--- config.mk ---
export PLATFORM = sky130hd
export DESIGN_NAME = start_framed_rx
export DESIGN_NICKNAME = d
export VERILOG_FILES = /design/src/rtl/start_framed_rx_pkg.sv /design/src/rtl/rx_line_reg.sv /design/src/rtl/rx_frame_delay.sv /design/src/rtl/rx_ctrl_fsm.sv /design/src/rtl/rx_data_shift.sv /design/src/rtl/start_framed_rx.sv
export SDC_FILE = /design/constraint.sdc
export NUM_CORES = 1
export LEC_CHECK = 0
export ABC_AREA = 1
export BUFFER_PORTS_ARGS = -buffer_cell sky130_fd_sc_hd__buf_2
export CORE_UTILIZATION = 30
export DETAILED_ROUTE_END_ITERATION = 10
export GPL_ROUTABILITY_DRIVEN = 0
export PLACE_DENSITY = 0.51
export REMOVE_ABC_BUFFERS = 1
export SYNTH_ARGS = -nofsm -noshare
export SYNTH_HDL_FRONTEND = slang
export SYNTH_SLANG_ARGS = --single-unit
--- constraint.sdc ---
create_clock -name clk -period 0.8 [get_ports clk]
set_input_delay 0.08 -clock clk [delete_from_list [all_inputs] [get_ports clk]]
set_output_delay 0.08 -clock clk [all_outputs]
set_load 0.02 [all_outputs]
--- src/rtl/start_framed_rx_pkg.sv ---
package start_framed_rx_pkg;

  typedef enum logic {
    RX_IDLE = 1'b0,
    RX_BUSY = 1'b1
  } rx_state_e;

  // Stages the start bit travels before the strobe: one per data bit plus one.
  function automatic int frame_stages(input int data_bits);
    return data_bits + 1;
  endfunction

  // Index of the look-ahead tap, one stage ahead of the strobe stage.
  function automatic int lookahead_tap(input int data_bits);
    return frame_stages(data_bits) - 2;
  endfunction

endpackage

--- src/rtl/rx_line_reg.sv ---
module rx_line_reg (
  input  logic clk,
  input  logic rst_n,
  input  logic line_in,
  output logic line_q
);

  always_ff @(posedge clk) begin
    if (!rst_n) line_q <= 1'b0;
    else        line_q <= line_in;
  end

endmodule

--- src/rtl/rx_frame_delay.sv ---
module rx_frame_delay #(
  parameter int DATA_BITS = 8
) (
  input  logic clk,
  input  logic rst_n,
  input  logic inject,
  output logic near_end,
  output logic frame_end
);
  import start_framed_rx_pkg::*;

  localparam int STAGES = frame_stages(DATA_BITS);
  localparam int TAP    = lookahead_tap(DATA_BITS);

  logic [STAGES-1:0] stg;

  always_ff @(posedge clk) begin
    if (!rst_n) stg[0] <= 1'b0;
    else        stg[0] <= inject;
  end

  for (genvar i = 1; i < STAGES; i++) begin : g_stage
    always_ff @(posedge clk) begin
      if (!rst_n) stg[i] <= 1'b0;
      else        stg[i] <= stg[i-1];
    end
  end

  assign near_end  = stg[TAP];
  assign frame_end = stg[STAGES-1];

  // Only one start bit may be travelling at any time.
  assert_chain_single_R4: assert property (@(posedge clk) disable iff (!rst_n)
    $onehot0(stg));

  // The strobe never lasts longer than one cycle.
  assert_strobe_single_R7: assert property (@(posedge clk) disable iff (!rst_n)
    frame_end |=> !frame_end);

endmodule

--- src/rtl/rx_ctrl_fsm.sv ---
module rx_ctrl_fsm (
  input  logic clk,
  input  logic rst_n,
  input  logic line_q,
  input  logic near_end,
  output logic is_idle
);
  import start_framed_rx_pkg::*;

  rx_state_e state_q, state_d;

  always_comb begin
    state_d = state_q;
    unique case (state_q)
      RX_IDLE: if (line_q)   state_d = RX_BUSY;
      RX_BUSY: if (near_end) state_d = RX_IDLE;
      default:               state_d = RX_IDLE;
    endcase
  end

  always_ff @(posedge clk) begin
    if (!rst_n) state_q <= RX_IDLE;
    else        state_q <= state_d;
  end

  assign is_idle = (state_q == RX_IDLE);

  // The controller only leaves idle on a sampled start bit.
  assert_busy_from_start_R1: assert property (@(posedge clk) disable iff (!rst_n)
    $fell(is_idle) |-> $past(line_q));

  // The look-ahead tap hands control back in time for an adjoining start bit.
  assert_lookahead_release_R5: assert property (@(posedge clk) disable iff (!rst_n)
    near_end |=> is_idle);

endmodule

--- src/rtl/rx_data_shift.sv ---
module rx_data_shift #(
  parameter int DATA_BITS = 8
) (
  input  logic                 clk,
  input  logic                 line_q,
  output logic [DATA_BITS-1:0] word
);

  // Runs every cycle with no reset: a whole frame flushes it before use.
  always_ff @(posedge clk) begin
    word <= {line_q, word[DATA_BITS-1:1]};
  end

endmodule

--- src/rtl/start_framed_rx.sv ---
module start_framed_rx #(
  parameter int DATA_BITS = 8
) (
  input  logic                 clk,
  input  logic                 rst_n,
  input  logic                 serial_in,
  output logic [DATA_BITS-1:0] byte_out,
  output logic                 byte_valid
);

  logic line_q;
  logic is_idle;
  logic near_end;
  logic frame_end;
  logic inject;

  rx_line_reg u_line (
    .clk     (clk),
    .rst_n   (rst_n),
    .line_in (serial_in),
    .line_q  (line_q)
  );

  rx_ctrl_fsm u_fsm (
    .clk      (clk),
    .rst_n    (rst_n),
    .line_q   (line_q),
    .near_end (near_end),
    .is_idle  (is_idle)
  );

  // Masked entry: data bits seen while busy cannot enter the delay line.
  assign inject = line_q & is_idle;

  rx_frame_delay #(.DATA_BITS(DATA_BITS)) u_delay (
    .clk       (clk),
    .rst_n     (rst_n),
    .inject    (inject),
    .near_end  (near_end),
    .frame_end (frame_end)
  );

  rx_data_shift #(.DATA_BITS(DATA_BITS)) u_shift (
    .clk    (clk),
    .line_q (line_q),
    .word   (byte_out)
  );

  assign byte_valid = frame_end;

  // A strobe always closes a frame the controller was busy with.
  assert_strobe_in_frame_R3: assert property (@(posedge clk) disable iff (!rst_n)
    byte_valid |-> $past(!is_idle));

  // Synchronous reset clears the strobe on the next cycle.
  assert_reset_clears_R6: assert property (@(posedge clk)
    !rst_n |=> !byte_valid);

endmodule

==> results.toml <==
[run_status]
outcome = "complete, but fails checks"
violations = "setup timing"

[placed_design]
numPortBuffers = 11
detailed_place_hpwl_um = 347
place_ws_ns = 0.185

[drt]
route.detailed.drc = 0
detail_route.vias_per_cell = 3.76
wl_per_cell_um = 7.91
drt_iter0_drc = 1
drt_pre_antenna_iters = 2
count_of_vias_placed_by_the_detailed_router = 282
postRouteAntennaNets = 0
postRouteWirelength_um = 593

[clocking]
cts_tree = "built"
postCtsSetupRepairBufs = 0
cts_sinks = 19
cts-buffers-inserted = 3
clock_path_buffers = 2
cts.htree.levels = 1
root_buffer = "sky130_fd_sc_hd__clkbuf_4"
worst_skew_pair.late_latency_ns = 0.29
cts.reportedPaths.clkPinSlew_ns = 0.10

[worst_hold_path]
hold_path.class = "input port to flop"
min_path_cells = 3

[worst_setup_path]
worstRegToRegCells = 3
crit_path_max_incr_delay_ns = 0.34
worst_setup_path_start_kind = "flop"
critPathTopFamily = "flip-flops"
cp.depth = 1
crit_path_top_delay_cell = "sky130_fd_sc_hd__dfxtp_2"
worst_ep_arrival_time_ns = 0.75
timing_worst_setup_path_type = "flop to primary output"
path_cells = "buf_6"
critical_path_required_ns = 0.72
crit_path_max_fanout = 2
critical_path_buf_inv_count = 1
crit_path_end_kind = "primary output"

[floorplan]
dieWidth_um = 42.4
fp.coreArea_um2 = 1510
die_height_um = 42.4
placement_rows = 14
io_pins = 12
floorplan.die_area_um2 = 1800
start_util = 0.325

[synthesis]
postSynthAreaPerCell_um2 = 11.1
mappedNetlistArea_um2 = 489
syn-instance-count = 44
post-synth-top-area-fraction = 0.777
ys_seq_elements = 19
ys_seq_area_frac = 0.777
synth-warning-count = 0
ys_types = 6
netlist.top_cell.by_area = "sky130_fd_sc_hd__dfxtp_1"
ys_top_cells_by_area = "sky130_fd_sc_hd__dfxtp_1 78%, sky130_fd_sc_hd__inv_1 9.2%, sky130_fd_sc_hd__nand2_1 7.7%, sky130_fd_sc_hd__buf_6 2.3%, sky130_fd_sc_hd__nand3_2 2.0%"

[final_layout]
finalCoreUtilization = 0.437
num_antenna_cells = 0
post_route_cells_drive_above_1_share = 0.424
num-nets-final = 63
syn_to_final_growth_pct = 34.5

[job]
max_cap_viol_count = 0

[timing]
max_slew_margin = 0.870
final.setup.tns_ns = -0.215
fin_hold_viols = 0
timing.final.crit_share = 1.03
slew_viol_final = 0
unrepaired_setup_endpoints_after_global_routing = "true"
clock_skew_ns = 0.00405
worst_pin_slew_ns = 0.195
post-route-worst-setup-slack_ns = -0.0276
timing.final.setup_violations = 9
final.min_clock_period_ns = 0.828
timing.fmax_ghz = 1.21

[grt]
grt_first_pass_wirelength_um = 869
gr_overflow_total = 0
pin_count_of_the_biggest_net_entering_global_routing = 12
grt_usage = 0.0737
first_global_vias = 198
number_of_antenna_violations_at_the_first_check_in_global_routing = 0

[power]
power_density_nw_per_um2 = 2380
vdd_drop_max_mv = 1.28
power.static_leakage_nw = 0.358
fin_total_pwr_mw = 1.56
Yosys cell counts:
cell / instances
sky130_fd_sc_hd__buf_6: 1
sky130_fd_sc_hd__nand3_1: 1
sky130_fd_sc_hd__nand2_1: 10
sky130_fd_sc_hd__nand3_2: 1
sky130_fd_sc_hd__dfxtp_1: 19
sky130_fd_sc_hd__inv_1: 12
final timing paths:
check	from	to	slack (ns)
worst max-delay path	u_shift.word[3]$_DFF_P_	byte_out[3]	-0.03
worst min-delay path	rst_n	u_delay.frame_end$_SDFF_PN0_	0.09
worst max register to register	u_fsm.state_q$_SDFF_PN0_	u_fsm.state_q$_SDFF_PN0_	0.17
worst min register to register	u_line.line_q$_SDFF_PN0_	u_shift.word[7]$_DFF_P_	0.35
stage by stage:
step | hold slack [ns] | area (um2) | std cells
6_report | 0.0886 | 658 | 75
5_1_grt | 0.0757 | 658 | 75
4_1_cts | 0.0790 | 657 | 75
3_5_place_dp | 0.264 | 553 | 70
3_3_place_gp | 0.260 | 553 | 70
2_1_floorplan | 0.173 | 478 | 43
where the power goes:
group	switching (mW)	internal [mW]
sequential	0.0181	0.984
clock	0.278	0.186
combinational	0.0485	0.0514
total	0.344	1.22
worst register-to-register path: stages (launching register included):
cell                      delay, ns
sky130_fd_sc_hd__dfxtp_1       0.37
sky130_fd_sc_hd__inv_1         0.05
sky130_fd_sc_hd__nand3_1       0.08
sky130_fd_sc_hd__nand2_1       0.05
placed cells by master (no fill, tap or decap), drive strengths merged:
cell / instances
inv: 12
buf: 11
nand2: 10
clkbuf: 3
dlygate4sd3: 1
clkinv: 1
dfxtp: 19
nand3: 2
layer usage:
layer | GRT usage | up-vias | wire, um
met1 | 0.0820 | 121 | 300
met2 | 0.0862 | 8 | 264
li1 | - | 153 | -
met4 | 0.0563 | 0 | 0
met3 | 0.0647 | 0 | 28
met5 | 0 | - | 0
sequential cells by signal (all words and copies together), names as in the netlist:
signal	flops
u_shift.word	8
u_fsm.state_q	1
u_delay.frame_end	1
u_line.line_q	1
u_delay.near_end	1
u_delay.stg	7
layout make-up:
type,count,area (um2)
Timing Repair Buffer,12,121
Fill cell,139,848
Clock buffer,3,22.5
Multi-Input combinational cell,12,52.6
Tap cell,16,20.0
Sequential cell,19,392
Inverter,12,45.0
Clock inverter,1,5.00
repair_timing:
action                                  CTS  global route
endpoints found under the setup margin    9             9
hold buffers                              1             0
endpoints found under the hold margin     1             0
gates resized for setup                  26             1
cloned                                    0             0
kinds of logic (layout without fill, tap and decap cells):
| kind of cell | Yosys count | count (layout) | synth area share |
|---|---|---|---|
| flops | 19 | 19 | 0.777 |
| buf+inv | 13 | 28 | 0.115 |
| simple gates | 12 | 12 | 0.107 |
Power figures use the tool's default switching activity.
